===== config.mk =====
export PLATFORM = sky130hd
export DESIGN_NAME = cdma_spread_tx
export DESIGN_NICKNAME = d
export VERILOG_FILES = /design/src/rtl/cdma_tx_pkg.sv /design/src/rtl/cdma_frame_ctl.sv /design/src/rtl/cdma_pn_gen.sv /design/src/rtl/cdma_pattern_src.sv /design/src/rtl/cdma_spread_tx.sv
export SDC_FILE = /design/constraint.sdc
export NUM_CORES = 1
export LEC_CHECK = 0
export BUFFER_PORTS_ARGS = -buffer_cell sky130_fd_sc_hd__clkbuf_2
export CORE_ASPECT_RATIO = 0.8
export CORE_MARGIN = 2
export CORE_UTILIZATION = 63
export CTS_CLUSTER_SIZE = 8
export DETAILED_ROUTE_END_ITERATION = 7
export GPL_TIMING_DRIVEN = 0
export PLACE_DENSITY = 0.81
export SKIP_CTS_REPAIR_TIMING = 1
export SYNTH_ARGS = -nofsm -noshare
export SYNTH_HDL_FRONTEND = slang
export SYNTH_SLANG_ARGS = --single-unit

===== constraint.sdc =====
create_clock -name clk -period 3.61 [get_ports clk]
set_input_delay 0.1805 -clock clk [delete_from_list [all_inputs] [get_ports clk]]
set_output_delay 0.1805 -clock clk [all_outputs]
set_load 0.05 [all_outputs]

===== src/rtl/cdma_tx_pkg.sv =====
package cdma_tx_pkg;
    localparam int NCH     = 3;
    localparam int PN_W    = 7;
    localparam int PAT_LEN = 8;
    localparam int SYM_W   = $clog2(NCH + 1);
    localparam int IDX_W   = $clog2(PAT_LEN);

    // feedback masks, index 0 = channel 1
    localparam logic [NCH-1:0][PN_W-1:0] PN_TAPS = {
        7'b1000001,  // channel 3
        7'b1000100,  // channel 2
        7'b1100000   // channel 1
    };

    // data patterns, read MSB first
    localparam logic [NCH-1:0][PAT_LEN-1:0] PATTERNS = {
        8'b00001111,
        8'b00110011,
        8'b01010101
    };

    typedef enum logic {ST_HOLD, ST_SEND} tx_state_e;

    function automatic logic [SYM_W-1:0] ones_count(input logic [NCH-1:0] v);
        logic [SYM_W-1:0] acc;
        acc = '0;
        for (int i = 0; i < NCH; i++) acc = acc + SYM_W'(v[i]);
        return acc;
    endfunction
endpackage


===== src/rtl/cdma_frame_ctl.sv =====
module cdma_frame_ctl
    import cdma_tx_pkg::*;
(
    input  logic clk,
    input  logic rst,
    output logic run
);
    tx_state_e state_q, state_d;

    always_ff @(posedge clk) begin
        if (rst) state_q <= ST_HOLD;
        else     state_q <= state_d;
    end

    always_comb begin
        state_d = state_q;
        unique case (state_q)
            ST_HOLD: state_d = ST_SEND;
            ST_SEND: state_d = ST_SEND;
            default: state_d = ST_HOLD;
        endcase
    end

    always_comb begin
        unique case (state_q)
            ST_SEND: run = 1'b1;
            default: run = 1'b0;
        endcase
    end

    // the hold state lasts a single cycle once reset is low
    a_r6_hold_leaves: assert property (@(posedge clk) disable iff (rst)
        (state_q == ST_HOLD) |=> (state_q == ST_SEND));
endmodule


===== src/rtl/cdma_pn_gen.sv =====
module cdma_pn_gen #(
    parameter int            W    = 7,
    parameter logic [W-1:0]  TAPS = 7'b1100000
) (
    input  logic clk,
    input  logic rst,
    input  logic adv,
    output logic chip,
    output logic at_start,
    output logic frame_last
);
    logic [W-1:0] lfsr_q, lfsr_d;

    assign lfsr_d     = {lfsr_q[W-2:0], ^(lfsr_q & TAPS)};
    assign chip       = lfsr_q[W-1];
    assign at_start   = &lfsr_q;
    assign frame_last = &lfsr_d;

    always_ff @(posedge clk) begin
        if (rst)      lfsr_q <= '1;
        else if (adv) lfsr_q <= lfsr_d;
    end

    // register never locks up in the all-zero state
    a_r2_nonzero: assert property (@(posedge clk) disable iff (rst)
        lfsr_q != '0);
    // first cycle after reset starts from all-ones
    a_r2_reload: assert property (@(posedge clk) disable iff (rst)
        $past(rst) |-> (lfsr_q == '1));
    // the all-ones state is never held for two consecutive steps
    a_r3_no_stall: assert property (@(posedge clk) disable iff (rst)
        (at_start && adv) |=> !at_start);
endmodule


===== src/rtl/cdma_pattern_src.sv =====
module cdma_pattern_src #(
    parameter int                LEN = 8,
    parameter logic [LEN-1:0]    PAT = 8'b01010101,
    localparam int               IW  = $clog2(LEN)
) (
    input  logic clk,
    input  logic rst,
    input  logic adv,
    output logic data_bit
);
    logic [IW-1:0] idx_q;

    always_ff @(posedge clk) begin
        if (rst) idx_q <= '0;
        else if (adv) begin
            if (idx_q == IW'(LEN - 1)) idx_q <= '0;
            else                       idx_q <= idx_q + 1'b1;
        end
    end

    assign data_bit = PAT[IW'(LEN - 1) - idx_q];

    // the pattern bit only moves at a frame boundary
    a_r4_idx_steady: assert property (@(posedge clk) disable iff (rst)
        !adv |=> $stable(idx_q));
endmodule


===== src/rtl/cdma_spread_tx.sv =====
module cdma_spread_tx
    import cdma_tx_pkg::*;
(
    input  logic             clk,
    input  logic             rst,
    output logic [SYM_W-1:0] tx_sym,
    output logic             frame_start
);
    logic           run;
    logic [NCH-1:0] chip_v, start_v, last_v, data_v, spread_v;
    logic           frame_end;

    cdma_frame_ctl u_ctl (.clk(clk), .rst(rst), .run(run));

    assign frame_end = run & (&last_v);

    for (genvar g = 0; g < NCH; g++) begin : g_ch
        cdma_pn_gen #(.W(PN_W), .TAPS(PN_TAPS[g])) u_pn (
            .clk(clk), .rst(rst), .adv(run),
            .chip(chip_v[g]), .at_start(start_v[g]), .frame_last(last_v[g]));
        cdma_pattern_src #(.LEN(PAT_LEN), .PAT(PATTERNS[g])) u_pat (
            .clk(clk), .rst(rst), .adv(frame_end), .data_bit(data_v[g]));
        assign spread_v[g] = chip_v[g] ^ data_v[g];
    end

    always_ff @(posedge clk) begin
        if (rst) begin
            tx_sym      <= '0;
            frame_start <= 1'b0;
        end else if (run) begin
            tx_sym      <= ones_count(spread_v);
            frame_start <= &start_v;
        end else begin
            tx_sym      <= '0;
            frame_start <= 1'b0;
        end
    end

    // emitted symbol is the count of spread ones of the previous chip
    a_r1_sum: assert property (@(posedge clk) disable iff (rst)
        $past(run) |-> (tx_sym == ones_count($past(spread_v))));
    // frame marker never lasts two cycles
    a_r5_pulse: assert property (@(posedge clk) disable iff (rst)
        frame_start |=> !frame_start);
    // all code registers reach their frame start together
    a_r3_aligned: assert property (@(posedge clk) disable iff (rst)
        (start_v == '0) || (start_v == '1));
endmodule


==> results of run 1 <==
[kinds of logic (layout without fill, tap and decap cells)]
logic type               count (synthesis)  after routing  synth area share [%]
adder cells (fa/ha/maj)                  8              8                 7.692
AO/OA/AOI/OAI                           22             22                 8.050
AND/OR/NAND/NOR                         47             47                 17.17
XOR/XNOR                                 5              5                 3.131
buffers and inverters                   11             22                 3.131
multiplexers                            17             17                 12.16
flip-flops                              34             34                 48.66
[power groups by stage]
stage,Combinational (uW),Clock (uW),Sequential [uW]
final,55.1,216,390
after global routing,60.0,234,391
after CTS,54.5,222,389
after detailed placement,54.4,0,398
after global placement,52.1,0,397
after floorplan,36.4,0,403
[critical path: cells and delay by family, from the launching register on]
family	cells	cell delay (ps)
and+or+nand+nor	3	1220
AOI/OAI and AO/OA	1	210
DFF	1	370
[flip-flops by register name (all words and copies together), names as in the netlist]
signal,cells
g_ch.u_pn.lfsr_q,21
g_ch.u_pat.idx_q,9
tx_sym,2
frame_start,1
u_ctl.state_q,1
[worst paths after layout]
check	depth (start not counted)	slack (ps)	startpoint	to
worst min register to register	2	490	g_ch[0].u_pat.idx_q[2]	g_ch[0].u_pat.idx_q[2]
worst max register to register	4	1730	g_ch[2].u_pn.lfsr_q[3]	g_ch[0].u_pat.idx_q[1]
worst max-delay path	4	1730	g_ch[2].u_pn.lfsr_q[3]	g_ch[0].u_pat.idx_q[1]
worst min-delay path	2	280	rst	g_ch[1].u_pat.idx_q[1]
[per-stage QoR]
stage | setup slack, ps | power (uW) | hold WS [ps] | cell area [sq um]
2_1_floorplan | 1974 | 439.1 | 453.9 | 1399
3_3_place_gp | 1867 | 449.6 | 464.6 | 1445
3_5_place_dp | 1800 | 452.5 | 472.2 | 1445
4_1_cts | 1777 | 666.3 | 242.3 | 1505
5_1_grt | 1596 | 684.9 | 275.8 | 1505
6_report | 1735 | 660.7 | 278.5 | 1505
[layout by cell type (no fill, tap or decap)]
cell       n
clkbuf_4   5
clkbuf_8   1
and4_1     1
ha_1       7
nor4_1     1
or4_4      1
a21oi_1    9
nand4_1    6
xor2_1     3
nor3_1     1
inv_1      2
nand2_1   24
xnor2_1    2
or4_1      3
clkinv_2   1
nand3_1    5
mux2i_1   17
nand4b_1   2
o211ai_1   1
nor2_1     1
clkbuf_2   3
buf_1      2
clkbuf_1   6
and3_1     2
dfxtp_1   34
fa_1       1
o21ai_0   12
buf_2      2
[layout make-up]
cell class,instances,area [sq um]
Multi-Input combinational cell,99,674.4
Timing Repair Buffer,3,15.01
Tap cell,25,31.28
Clock buffer,7,55.05
Fill cell,165,615.6
Clock inverter,1,5.005
Inverter,2,7.507
Buffer,9,36.28
Sequential cell,34,680.7
[layer usage]
layer / track usage [%] / vias up / wire length, microns
li1: - / 527 / -
met5: 0 / - / 0
met4: 11.43 / 0 / 36
met3: 6.461 / 6 / 134
met1: 27.37 / 501 / 1230
met2: 34.42 / 23 / 1245
==> flow_metrics.tcl, run 1 <==
set metrics [dict create \
    worst_pin_slew_ps 962.6 \
    clk_latency_ps 330 \
    ys_seq_elements 34 \
    n_antenna_cell 0 \
    yosys_warnings 0 \
    synth_cell_type_count 24 \
    finalSetupTns_ps 0 \
    finalClockSkew_ps 8.479 \
    critical-path-slowest-cell "nor4_1" \
    max_slew_margin_pct 35.23 \
    synthCells 144 \
    leakagePower_uw 0.0006553 \
    htree_levels 2 \
    nNetsFinal 164 \
    clk_path_buf_depth 2 \
    ant_nets 0 \
    synth_area_per_cell_sq_um 9.714 \
    maxCapViolCount 0 \
    cp_data_arrival_time_ps 2140 \
    peakVddDrop_v 0.0003700 \
    netlist_area_sq_um 1399 \
    grtUsageTotal_pct 21.73 \
    synth_edf_count 0 \
    dp.cells 172 \
    maxSlewViolCount 0 \
    dp_hpwl_microns 1826 \
    grt_max_degree 11 \
    final_layout_size_suffix_gt1_share_pct 8.387 \
    yosysMostFrequentCell "dfxtp_1" \
    fin_crit_ps 1875 \
    yosys.area.top_type_share_pct 48.66 \
    grt_pass1_vias 941 \
    fin_cells 180 \
    syn2layout_area_growth_pct 7.603 \
    start_util_pct 65.96 \
    cp-end-kind "register" \
    worst_setup_path_start_kind "register" \
    yosysSeqAreaShare_pct 48.66 \
    cts-root-buf "clkbuf_4" \
    rsz0062_at_grt "no" \
    die_width_microns 56.68 \
    fp.coreArea_sq_um 2121 \
    rows 15 \
    async_flop_share_pct 0 \
    vias_per_cell 5.872 \
    status "finished, final reports clean" \
    synth_common_cells "dfxtp_1, nand2_1, mux2i_1" \
    gp_congestion 0.8103 \
    powerDensity_nw_per_um2 439.0 \
    setup_viol 0 \
    antenna_found_initial 0 \
    finalCritPeriodShare_pct 51.94 \
    synth_nets 154 \
    die_y_microns 46.15 \
    max_freq_mhz 533.3 \
    drtPass1Iterations 4 \
    ios 5 \
    cts_buffers 5 \
    combPwrFrac_pct 8.3 \
    switching_share_pct 24.95 \
    yosys-top-cells-area "dfxtp_1, mux2i_1, nand2_1" \
    yosysTopAreaCell "dfxtp_1" \
    p_switching_uw 164.9 \
    drt_iter0_drc 33 \
    hold_violations 0 \
    synth_ff_type "dfxtp_1" \
    cts_sinks 34 \
    vias 1057 \
    grt_overflow 0 \
    worstPathRequired_ps 3870 \
    internal_power_uw 495.9 \
    die_area_sq_um 2616 \
    io_buffers 3 \
    seqPwrFrac_pct 59.0 \
    drc 0 \
    path_class "register to register" \
    grt_pass1_wl_microns 4188 \
    path_cells "nand4_1 -> nor4_1 -> nand4b_1 -> a21oi_1" \
    clkTransAtPathRegs_ps 100 \
    cpPeakStageDelay_ps 860 \
    clkPwrFrac_pct 32.7 \
    cts_tree "done" \
    hold_path.class "input pin to register" \
    wl_microns 2646 \
    fin_util_pct 70.97 \
    crit_path_max_fanout 6 \
    wl_per_cell_microns 14.70 \
]
Note: power is estimated with default switching activity, not from simulation.
==> inputs of run 2 (changes only) <==
CORE_UTILIZATION = 53   (was 63)
PLACE_DENSITY = 0.73   (was 0.81)
clock period = 1.6 ns   (was 3.61 ns; I/O delays follow)
==> flow_metrics.tcl, run 2 (synthesized netlist as in run 1, its figures left out) <==
set metrics [dict create \
    dp.cells 183 \
    dp_hpwl_microns 1910 \
    hold_path.class "input pin to register" \
    die_width_microns 61.44 \
    htree_levels 2 \
    grtUsageTotal_pct 20.29 \
    largest_register_ff_count 21 \
    max_freq_mhz 570.6 \
    n_antenna_cell 0 \
    violations "negative setup slack" \
    maxCapViolCount 0 \
    drt_iter0_drc 48 \
    setup_viol 9 \
    fin_cells 194 \
    grt_pass1_wl_microns 4540 \
    grt_max_degree 11 \
    cts_buffers 5 \
    clkTransAtPathRegs_ps 100 \
    worst_slack_ps -152.6 \
    maxSlewViolCount 0 \
    die_area_sq_um 3069 \
    ios 5 \
    worstPathRequired_ps 1880 \
    regMostFlops "g_ch.u_pn.lfsr_q" \
    fin_util_pct 63.86 \
    leakagePower_uw 0.0006732 \
    finalClockSkew_ps 5.399 \
    worst_setup_path_start_kind "register" \
    fin_crit_ps 1753 \
    drc 0 \
    rsz0062_at_grt "yes" \
    path_class "register to register" \
    final_layout_size_suffix_gt1_share_pct 22.78 \
    grt_overflow 0 \
    vias 1068 \
    status "complete, but fails checks" \
    vias_per_cell 5.505 \
    gp_congestion 0.7984 \
    finalCritPeriodShare_pct 109.5 \
    hold_violations 0 \
    top_layer "met4" \
    ant_nets 0 \
    dr_wl_met3_microns 107 \
    rows 16 \
    cts_sinks 34 \
    clk_path_buf_depth 2 \
    fp.coreArea_sq_um 2482 \
    place_area_sq_um 1461 \
    wl_microns 2725 \
    pre_cts_ws_ps -192.8 \
    drtPass1Iterations 4 \
    io_buffers 3 \
    powerDensity_nw_per_um2 950.0 \
    cts-root-buf "clkbuf_4" \
    final_common_cell "nand2_1" \
    clk_latency_ps 340 \
    grt_pass1_vias 1035 \
    max_slew_margin_pct 59.14 \
    syn2layout_area_growth_pct 13.33 \
    routedLengthMet1_microns 1259 \
    met2_length_microns 1332 \
    wl_per_cell_microns 14.05 \
    design_area_sq_um 1585 \
    cp_data_arrival_time_ps 2030 \
    cp-end-kind "register" \
    layout_common_cells "nand2_1, dfxtp_1, mux2i_1" \
    largest_registers "g_ch.u_pn.lfsr_q (21), g_ch.u_pat.idx_q (9), tx_sym (2)" \
    peakVddDrop_v 0.0006394 \
    start_util_pct 56.35 \
    crit_path_max_fanout 4 \
    p_total_uw 1506 \
    cts_tree "done" \
    worst_pin_slew_ps 607.8 \
    die_y_microns 49.95 \
    nNetsFinal 167 \
    antenna_found_initial 0 \
]
==> run 2: cell count changes in the layout (fill, tap and decap cells not counted), sizes merged <==
cell / previous run / this run
buf: 4 / 6
clkbuf: 15 / 16
==> run 2: worst paths after layout <==
| check | slack, ps | startpoint | cells past startpoint | endpoint |
|---|---|---|---|---|
| hold / removal | 140 | rst | 2 | g_ch[1].u_pat.idx_q[0] |
| setup / recovery | -150 | g_ch[1].u_pn.lfsr_q[3] | 4 | g_ch[0].u_pat.idx_q[0] |
| setup reg to reg | -150 | g_ch[1].u_pn.lfsr_q[3] | 4 | g_ch[0].u_pat.idx_q[0] |
| hold reg to reg | 490 | g_ch[0].u_pn.lfsr_q[2] | 2 | g_ch[0].u_pn.lfsr_q[2] |
==> run 2: report_power, final <==
part | internal [uW] | switching, uW
Clock | 213 | 278
Sequential | 866 | 13.4
Combinational | 48.5 | 87.5
==> run 2: worst max-delay path, stage by stage (launching register included) <==
cell	delay [ps]
dfxtp_2	350
nand4_1	140
or4_4	590
or4_4	500
a21oi_2	130
==> run 2: area by class of cell <==
| type | instances | area (sq um) |
|---|---|---|
| Fill cell | 221 | 897.1 |
| Clock inverter | 1 | 5.005 |
| Clock buffer | 7 | 55.05 |
| Sequential cell | 34 | 696.9 |
| Tap cell | 36 | 45.04 |
| Buffer | 9 | 37.54 |
| Timing Repair Buffer | 6 | 37.54 |
| Inverter | 2 | 7.507 |
| Multi-Input combinational cell | 99 | 700.7 |
==> run 2: layer usage <==
layer,GRT usage (%),up-vias
met4,6.028,0
met2,31.56,13
met1,25.12,516
met5,0,-
met3,8.924,4
li1,-,535
==> run 2: metrics by stage <==
step           setup TNS, ps  hold slack (ps)
5_1_grt                -1475            144.4
4_1_cts                -2212            112.2
3_3_place_gp          -891.8            461.6
2_1_floorplan         -32.32            398.9
3_5_place_dp           -1588            467.8
6_report              -723.3            142.2
